$ cat config.mk
export PLATFORM = sky130hd
export DESIGN_NAME = tgt_claim_dec
export DESIGN_NICKNAME = d
export VERILOG_FILES = /design/src/rtl/tcd_pkg.sv /design/src/rtl/tcd_regs.sv /design/src/rtl/tcd_decode.sv /design/src/rtl/tcd_burst.sv /design/src/rtl/tgt_claim_dec.sv
export SDC_FILE = /design/constraint.sdc
export NUM_CORES = 1
export LEC_CHECK = 0
export ABC_AREA = 0
export BUFFER_PORTS_ARGS = -buffer_cell sky130_fd_sc_hd__buf_4
export CORE_MARGIN = 2
export CORE_UTILIZATION = 40
export CTS_CLUSTER_SIZE = 16
export DETAILED_ROUTE_END_ITERATION = 10
export MAX_ROUTING_LAYER = met4
export PLACE_DENSITY = 0.58
export RECOVER_POWER = 25
export SETUP_SLACK_MARGIN = 0.15
export SYNTH_ARGS = -nofsm -noshare
export SYNTH_HDL_FRONTEND = slang
export SYNTH_SLANG_ARGS = --single-unit
$ cat constraint.sdc
create_clock -name clk -period 3.9 [get_ports clk]
set_input_delay 0.39 -clock clk [delete_from_list [all_inputs] [get_ports clk]]
set_output_delay 0.39 -clock clk [all_outputs]
set_load 0.005 [all_outputs]
$ cat src/rtl/tcd_pkg.sv
`timescale 1ns/1ps
package tcd_pkg;

    typedef enum logic [3:0] {
        CMD_INTACK  = 4'h0,
        CMD_SPECIAL = 4'h1,
        CMD_IORD    = 4'h2,
        CMD_IOWR    = 4'h3,
        CMD_MEMRD   = 4'h6,
        CMD_MEMWR   = 4'h7,
        CMD_CFGRD   = 4'hA,
        CMD_CFGWR   = 4'hB,
        CMD_MEMRDM  = 4'hC,
        CMD_DUALADR = 4'hD,
        CMD_MEMRDL  = 4'hE,
        CMD_MEMWRI  = 4'hF
    } bus_cmd_e;

    typedef enum logic [1:0] {
        ACC_NONE  = 2'd0,
        ACC_READ  = 2'd1,
        ACC_WRITE = 2'd2,
        ACC_CFG   = 2'd3
    } acc_kind_e;

    typedef struct packed {
        logic hit;
        logic to_cfg;
    } claim_t;

endpackage

$ cat src/rtl/tcd_regs.sv
`timescale 1ns/1ps
module tcd_regs #(
    parameter int ADDR_W  = 32,
    parameter int WIN_CNT = 16
) (
    input  logic                       clk,
    input  logic                       rst_n,
    input  logic                       attr_we,
    input  logic [$clog2(WIN_CNT)-1:0] attr_idx,
    input  logic                       attr_rd,
    input  logic                       attr_wr,
    input  logic                       tom_we,
    input  logic [ADDR_W-1:0]          tom_val,
    output logic [WIN_CNT-1:0]         rd_en,
    output logic [WIN_CNT-1:0]         wr_en,
    output logic [ADDR_W-1:0]          tom
);
    localparam int IDX_W = $clog2(WIN_CNT);

    typedef struct packed {
        logic [WIN_CNT-1:0] rd;
        logic [WIN_CNT-1:0] wr;
        logic [ADDR_W-1:0]  tom;
    } regs_t;

    regs_t regs_d, regs_q;
    logic [WIN_CNT-1:0] slot_sel;

    for (genvar w = 0; w < WIN_CNT; w++) begin : g_slot
        assign slot_sel[w] = attr_we && (attr_idx == IDX_W'(w));
    end

    always_comb begin
        regs_d = regs_q;
        for (int w = 0; w < WIN_CNT; w++) begin
            if (slot_sel[w]) begin
                regs_d.rd[w] = attr_rd;
                regs_d.wr[w] = attr_wr;
            end
        end
        if (tom_we) begin
            regs_d.tom = tom_val;
        end
    end

    always_ff @(posedge clk) begin
        if (!rst_n) begin
            regs_q <= '0;
        end else begin
            regs_q <= regs_d;
        end
    end

    assign rd_en = regs_q.rd;
    assign wr_en = regs_q.wr;
    assign tom   = regs_q.tom;

endmodule

$ cat src/rtl/tcd_decode.sv
`timescale 1ns/1ps
module tcd_decode
    import tcd_pkg::*;
#(
    parameter int              ADDR_W      = 32,
    parameter int              WIN_CNT     = 16,
    parameter int              WIN_SHIFT   = 14,
    parameter logic [ADDR_W-1:0] COMPAT_BASE = 32'h000C_0000
) (
    input  logic [3:0]         cmd,
    input  logic [ADDR_W-1:0]  addr,
    input  logic               cfg_sel,
    input  logic [WIN_CNT-1:0] rd_en,
    input  logic [WIN_CNT-1:0] wr_en,
    input  logic [ADDR_W-1:0]  tom,
    output claim_t             decision
);
    localparam int IDX_W      = $clog2(WIN_CNT);
    localparam int REGION_LSB = WIN_SHIFT + IDX_W;
    localparam int TAG_W      = ADDR_W - REGION_LSB;
    localparam logic [TAG_W-1:0] REGION_TAG = COMPAT_BASE[ADDR_W-1:REGION_LSB];

    acc_kind_e        kind;
    logic             in_compat;
    logic [IDX_W-1:0] win;
    logic             below_tom;

    always_comb begin
        case (cmd)
            CMD_MEMRD, CMD_MEMRDM, CMD_MEMRDL: kind = ACC_READ;
            CMD_MEMWR, CMD_MEMWRI:             kind = ACC_WRITE;
            CMD_CFGRD, CMD_CFGWR:              kind = ACC_CFG;
            default:                           kind = ACC_NONE;
        endcase
    end

    assign in_compat = (addr[ADDR_W-1:REGION_LSB] == REGION_TAG);
    assign win       = addr[REGION_LSB-1:WIN_SHIFT];
    assign below_tom = (addr < tom);

    always_comb begin
        decision = '0;
        unique case (kind)
            ACC_READ:  decision.hit = in_compat ? rd_en[win] : below_tom;
            ACC_WRITE: decision.hit = in_compat ? wr_en[win] : below_tom;
            ACC_CFG: begin
                decision.hit    = cfg_sel;
                decision.to_cfg = 1'b1;
            end
            ACC_NONE:  decision = '0;
        endcase
    end

endmodule

$ cat src/rtl/tcd_burst.sv
`timescale 1ns/1ps
module tcd_burst
    import tcd_pkg::*;
#(
    parameter int ADDR_W     = 32,
    parameter int PAGE_SHIFT = 12
) (
    input  logic              clk,
    input  logic              rst_n,
    input  logic              addr_valid,
    input  logic [ADDR_W-3:0] start_word,
    input  claim_t            decision,
    input  logic              data_done,
    input  logic              burst_end,
    output logic              claim,
    output logic              route_cfg,
    output logic              disconnect
);
    localparam int PAGE_WORD_BITS = PAGE_SHIFT - 2;

    typedef struct packed {
        logic              active;
        logic              cfg;
        logic [ADDR_W-3:0] word;
    } burst_t;

    burst_t st_d, st_q;

    always_comb begin
        st_d = st_q;
        if (addr_valid) begin
            st_d.active = decision.hit;
            st_d.cfg    = decision.hit && decision.to_cfg;
            st_d.word   = start_word;
        end else if (st_q.active) begin
            if (burst_end) begin
                st_d.active = 1'b0;
                st_d.cfg    = 1'b0;
            end else if (data_done) begin
                st_d.word = st_q.word + 1'b1;
            end
        end
    end

    always_ff @(posedge clk) begin
        if (!rst_n) begin
            st_q <= '0;
        end else begin
            st_q <= st_d;
        end
    end

    assign claim      = st_q.active;
    assign route_cfg  = st_q.cfg;
    assign disconnect = st_q.active && !st_q.cfg && (&st_q.word[PAGE_WORD_BITS-1:0]);

endmodule

$ cat src/rtl/tgt_claim_dec.sv
`timescale 1ns/1ps
module tgt_claim_dec
    import tcd_pkg::*;
#(
    parameter int                ADDR_W      = 32,
    parameter int                WIN_CNT     = 16,
    parameter int                WIN_SHIFT   = 14,
    parameter int                PAGE_SHIFT  = 12,
    parameter logic [ADDR_W-1:0] COMPAT_BASE = 32'h000C_0000
) (
    input  logic                       clk,
    input  logic                       rst_n,
    input  logic                       addr_valid,
    input  logic [3:0]                 cmd,
    input  logic [ADDR_W-1:0]          addr,
    input  logic                       cfg_sel,
    input  logic                       data_done,
    input  logic                       burst_end,
    input  logic                       attr_we,
    input  logic [$clog2(WIN_CNT)-1:0] attr_idx,
    input  logic                       attr_rd,
    input  logic                       attr_wr,
    input  logic                       tom_we,
    input  logic [ADDR_W-1:0]          tom_val,
    output logic                       claim,
    output logic                       route_cfg,
    output logic                       disconnect
);
    logic [WIN_CNT-1:0] rd_en;
    logic [WIN_CNT-1:0] wr_en;
    logic [ADDR_W-1:0]  tom;
    claim_t             decision;

    tcd_regs #(
        .ADDR_W  (ADDR_W),
        .WIN_CNT (WIN_CNT)
    ) u_regs (
        .clk      (clk),
        .rst_n    (rst_n),
        .attr_we  (attr_we),
        .attr_idx (attr_idx),
        .attr_rd  (attr_rd),
        .attr_wr  (attr_wr),
        .tom_we   (tom_we),
        .tom_val  (tom_val),
        .rd_en    (rd_en),
        .wr_en    (wr_en),
        .tom      (tom)
    );

    tcd_decode #(
        .ADDR_W      (ADDR_W),
        .WIN_CNT     (WIN_CNT),
        .WIN_SHIFT   (WIN_SHIFT),
        .COMPAT_BASE (COMPAT_BASE)
    ) u_decode (
        .cmd      (cmd),
        .addr     (addr),
        .cfg_sel  (cfg_sel),
        .rd_en    (rd_en),
        .wr_en    (wr_en),
        .tom      (tom),
        .decision (decision)
    );

    tcd_burst #(
        .ADDR_W     (ADDR_W),
        .PAGE_SHIFT (PAGE_SHIFT)
    ) u_burst (
        .clk        (clk),
        .rst_n      (rst_n),
        .addr_valid (addr_valid),
        .start_word (addr[ADDR_W-1:2]),
        .decision   (decision),
        .data_done  (data_done),
        .burst_end  (burst_end),
        .claim      (claim),
        .route_cfg  (route_cfg),
        .disconnect (disconnect)
    );

endmodule

==> results.py, run 1 <==
metrics = {
    "status": {
        "status": "finished, violations left",
        "violations": "capacitance limit, slew limit",
    },
    "route": {
        "drt_iter0_markers": 174,
        "num_vias": 3658,
        "via_per_inst": 5.189,
        "drc": 0,
        "ant_nets": 0,
        "drt_pass1_iterations": 4,
        "wirelength_microns": 10520,
        "wl_per_cell_microns": 14.91,
    },
    "clocking": {
        "cts_tree": "yes",
        "h-tree-depth": 3,
        "hold_buffers": 0,
        "clk_pin_slew_ns": 0.08,
        "cts_buffer_depth": 2,
        "clock_latency_ns": 0.35,
        "root_buffer": "clkbuf_8",
        "cts_buffers": 9,
        "clock-sinks": 76,
        "ctsResizeCount": 0,
        "cts_setup_buffers": 0,
    },
    "timing": {
        "timing.final.crit_share_pct": 58.70,
        "setup_violations": 0,
        "fmax_mhz": 436.8,
        "setup_tns_ns": 0,
        "slew_viol_final": 33,
        "skew_ns": 0.006797,
        "hold_viol_final": 0,
        "relSlewSlack_pct": -62.41,
        "rsz0062_at_grt": "false",
        "post-route-min-period_ns": 2.289,
        "tightestPinTransition_ns": 2.436,
    },
    "placed_design": {
        "hpwl_microns": 7815,
        "portBuffers": 84,
        "place_congestion": 0.9107,
    },
    "layout": {
        "drive_gt1_share_pct": 19.51,
        "final_common_cell": "buf_4",
        "final_nets": 678,
        "final_cell_mix": "buf_4, dfxtp_1, nand2_1, o21ai_0",
        "n_antenna_cell": 0,
        "syn_to_final_growth_pct": 20.79,
        "final_util_pct": 50.11,
        "nFillCells": 999,
    },
    "logic_synthesis": {
        "synthesis.area_sq_um": 4322,
        "ys_seq_area_share_pct": 35.21,
        "yosys.area.top_type_share_pct": 35.21,
        "yosysTopAreaCell": "dfxtp_1",
        "synth_cells": 491,
        "synthTopCellsByArea": "dfxtp_1, ha_1, mux2i_1, nor2b_1, nand2_1",
        "yosysWarnings": 0,
        "synthFlopType": "dfxtp_1",
        "synthArstFlopShare_pct": 0,
        "ys_ff_latch": 76,
        "synth.distinct_cells": 46,
        "syn_nets": 605,
        "synth_edf_count": 0,
        "avgSynthCellArea_sq_um": 8.802,
    },
    "grt": {
        "grt_antenna_before_repair": 0,
        "grt_pass1_vias": 3483,
        "overflow": 0,
        "grt.total_usage_pct": 18.89,
        "grt_first_pass_wirelength_microns": 16790,
        "grt_max_degree": 77,
    },
    "floorplanning": {
        "initial_utilization_pct": 41.49,
        "die_w_microns": 107.9,
        "die_area_sq_um": 11650,
        "die-height_microns": 107.9,
        "rows": 37,
        "ioPinCount": 85,
        "coreArea_sq_um": 10420,
    },
    "power": {
        "vdd_drop_max_uv": 152.8,
        "powerDensity_nw_per_um2": 325.7,
        "p_leak_nw": 2.181,
    },
    "worst_setup_path": {
        "cp-start-kind": "primary input",
        "critPathArrivalTime_ns": 2.52,
        "worst-path-max-fanout": 32,
        "crit_type": "primary input to register",
        "cp-end-kind": "register",
        "required_ns": 4.13,
    },
    "min_path": {
        "hold_path_class": "primary input to register",
    },
    "flow_run": {
        "maxCapViolations": 1,
    },
}
==> metal layers <==
metal  GRT usage [%]  vias up  wire length, microns
met2           28.57       72                  4867
met1           25.34     1715                  5033
met4           7.418        0                   173
met3           3.074       15                   442
li1                -     1856                     -
met5               -        -                     0
==> stage by stage <==
stage	setup WS [ns]	instances	hold WS [ns]	power, mW	cell area [sq um]
6_report	1.611	705	0.2922	1.700	5220
2_1_floorplan	2.006	491	0.4391	1.003	4322
4_1_cts	1.817	705	0.2781	1.721	5224
3_5_place_dp	1.698	689	0.4726	1.124	5032
3_3_place_gp	1.704	689	0.4648	1.116	5032
5_1_grt	1.424	705	0.2993	1.784	5220
==> area by class of cell <==
| cell class | instances | area (sq um) | share of cell area (%) |
|---|---|---|---|
| Multi-Input combinational cell | 358 | 2579 | 49.40 |
| Inverter | 35 | 131.4 | 2.517 |
| Tap cell | 136 | 170.2 | 3.260 |
| Clock inverter | 7 | 67.56 | 1.294 |
| Timing Repair Buffer | 84 | 626.9 | 12.01 |
| Clock buffer | 9 | 123.9 | 2.373 |
| Sequential cell | 76 | 1521 | 29.15 |
==> synthesized netlist by cell type, drive strengths merged (2+ instances only) <==
cell	count
mux2	4
or4	3
xnor2	4
nand3b	2
o22ai	5
or2	2
buf	4
nor4	3
mux4	7
o21bai	2
a21o	2
a221oi	2
clkbuf	18
nand2b	4
ha	32
mux2i	39
o21ai	40
o211ai	3
inv	35
xor2	4
nor2	19
a21boi	26
a21oi	11
dfxtp	76
and4	2
nand2	57
and2	10
a211oi	2
nor3	2
nor2b	39
nand4	7
nand3	16
==> registers in the layout (all words and copies together) (netlist names) <==
signal / cells
u_burst.st_q: 10
u_burst.claim: 1
u_regs.wr_en: 16
u_regs.tom: 32
u_burst.route_cfg: 1
u_regs.rd_en: 16
==> power breakdown <==
part	switching, mW	total [mW]	internal (mW)
combinational	0.137	0.283	0.146
sequential	0.0185	0.824	0.806
clock	0.301	0.593	0.292
total	0.457	1.70	1.24
==> worst max-delay path, stage by stage <==
cell and delay, ns:
clkbuf_1 1.71, mux2i_1 0.33, nor2b_1 0.08
==> worst paths after layout <==
check	from	to	slack, ns	cells past startpoint
min	addr[7]	u_burst.st_q[5]	0.29	2
max	tom_we	u_regs.tom[23]	1.61	3
max reg2reg	u_regs.tom[29]	u_burst.claim	1.80	8
min reg2reg	u_regs.wr_en[1]	u_regs.wr_en[1]	0.48	2
==> logic make-up (layout without fill, tap and decap cells) <==
family	after synthesis	count (layout)	synth area share, %
multiplexers	50	50	14.16
buffers and inverters	57	135	5.124
AND/OR/NAND/NOR	170	170	20.27
adder cells (fa/ha/maj)	32	32	9.265
AO/OA/AOI/OAI	98	98	14.36
XOR/XNOR	8	8	1.621
flip-flops	76	76	35.21
Power figures use the tool's default switching activity.
==> inputs of run 2 (changes only) <==
==> constraint.sdc (replaced) <==
create_clock -name clk -period 2.17 [get_ports clk]
set_input_delay 0.217 -clock clk [delete_from_list [all_inputs] [get_ports clk]]
set_output_delay 0.217 -clock clk [all_outputs]
set_load 0.005 [all_outputs]
==> results.py, run 2 (synthesis results as in run 1) <==
metrics = {
    "clocking": {
        "clock-sinks": 76,
        "cts_tree": "yes",
        "clock_latency_ns": 0.35,
        "h-tree-depth": 3,
        "cts_buffers": 9,
        "cts_buffer_depth": 2,
        "hold_buffers": 0,
        "clk_pin_slew_ns": 0.08,
        "root_buffer": "clkbuf_8",
    },
    "layout": {
        "final_nets": 680,
        "multi_input_area_sq_um": 2591,
        "final_util_pct": 50.50,
        "final_cell_mix": "buf_4, dfxtp_1, nand2_1, o21ai_0",
        "final_common_cell": "buf_4",
        "syn_to_final_growth_pct": 21.71,
        "nFillCells": 1003,
        "fin_cells": 707,
        "largest_reg_flops": 32,
        "n_antenna_cell": 0,
        "drive_gt1_share_pct": 20.14,
        "final-seq-area_sq_um": 1521,
        "finalInstanceArea_sq_um": 5260,
    },
    "worst_setup_path": {
        "cp-end-kind": "register",
        "critPathArrivalTime_ns": 2.11,
        "cp-start-kind": "register",
        "required_ns": 2.40,
        "r2r_cells": 8,
        "worst-path-max-fanout": 3,
        "crit_type": "register to register",
    },
    "power": {
        "fin_total_pwr_mw": 3.095,
        "powerDensity_nw_per_um2": 588.4,
        "p_leak_nw": 2.207,
        "vdd_drop_max_uv": 344.4,
    },
    "grt": {
        "overflow": 0,
        "grt.total_usage_pct": 19.30,
        "grt_pass1_vias": 3507,
        "grt_max_degree": 44,
        "grt_first_pass_wirelength_microns": 17020,
        "grt_antenna_before_repair": 0,
    },
    "timing": {
        "holdWs_ns": 0.1263,
        "timing.final.crit_share_pct": 86.66,
        "skew_ns": 0.006060,
        "post-route-min-period_ns": 1.880,
        "tightestPinTransition_ns": 1.116,
        "fmax_mhz": 531.8,
        "setup_tns_ns": 0,
        "relSlewSlack_pct": 25.60,
        "slew_viol_final": 0,
        "hold_viol_final": 0,
        "setup_violations": 0,
        "rsz0062_at_grt": "false",
        "fin_ws_ns": 0.2895,
    },
    "placed_design": {
        "pre_cts_ws_ns": 0.1563,
        "place_congestion": 0.8131,
        "portBuffers": 84,
        "hpwl_microns": 7980,
        "post_dp_cell_area_sq_um": 5047,
        "dpl.cell_count": 691,
    },
    "route": {
        "drc": 0,
        "drt_iter0_markers": 154,
        "drt_pass1_iterations": 4,
        "wl_per_cell_microns": 14.81,
        "via_per_inst": 5.089,
        "wirelength_microns": 10470,
        "ant_nets": 0,
        "num_vias": 3598,
    },
    "min_path": {
        "min_path_cells": 3,
        "hold_path_class": "primary input to register",
    },
    "floorplanning": {
        "ioPinCount": 85,
        "rows": 37,
        "die_area_sq_um": 11650,
        "initial_utilization_pct": 41.49,
        "die-height_microns": 107.9,
        "coreArea_sq_um": 10420,
        "die_w_microns": 107.9,
    },
    "status": {
        "status": "complete, no violations",
    },
    "flow_run": {
        "maxCapViolations": 0,
    },
}
==> run 2: changes by cell type in the layout (fill, tap and decap cells not counted) <==
cell,before,now
clkbuf_2,0,1
clkinvlp_4,3,1
nor4_1,3,1
buf_4,83,85
nor4_2,0,2
clkinv_2,3,2
and2_0,1,0
and2_1,9,10
clkbuf_8,9,11
==> run 2: path summary, 6_finish.rpt <==
path                        start               to  slack [ns]
setup / recovery   u_regs.tom[26]    u_burst.claim        0.29
hold / removal        tom_val[14]   u_regs.tom[14]        0.13
setup reg to reg   u_regs.tom[26]    u_burst.claim        0.29
hold reg to reg   u_regs.wr_en[1]  u_regs.wr_en[1]        0.47
==> run 2: report_power, final <==
group          switching (mW)  internal [mW]
Combinational           0.245          0.259
Sequential             0.0330           1.45
Clock                   0.517          0.591
Total                   0.796           2.30
==> run 2: metal layers <==
metal  up-vias  part of all wire [%]  track usage, %
li1       1852                     -               -
met1      1652                    46           24.98
met2        79                    48           30.82
met3        15                   4.9           3.134
met4         0                   1.4           6.502
met5         -                     0               -
==> run 2: final cells by class <==
| type | instances | area share (%) |
|---|---|---|
| clock inverter | 4 | 0.9039 |
| timing repair buffer | 86 | 12.23 |
| sequential | 76 | 28.92 |
| multi-input combinational | 358 | 49.26 |
| inverter | 35 | 2.498 |
| clock buffer | 12 | 2.950 |
| tap | 136 | 3.235 |
==> run 2: timing repair <==
item,4_1_cts,5_1_grt
setup buffers,0,0
pin swaps,0,0
setup endpoints to repair,1,1
gates resized for setup,1,1
==> run 2: worst max-delay path: stages, from the launching register on <==
cell and delay, ns:
dfxtp_1 0.33, inv_1 0.04, ha_1 0.30, nand4_1 0.16, nor4_2 0.42, a21oi_1 0.11, a21o_1 0.19, o211ai_1 0.10
o22ai_2 0.11
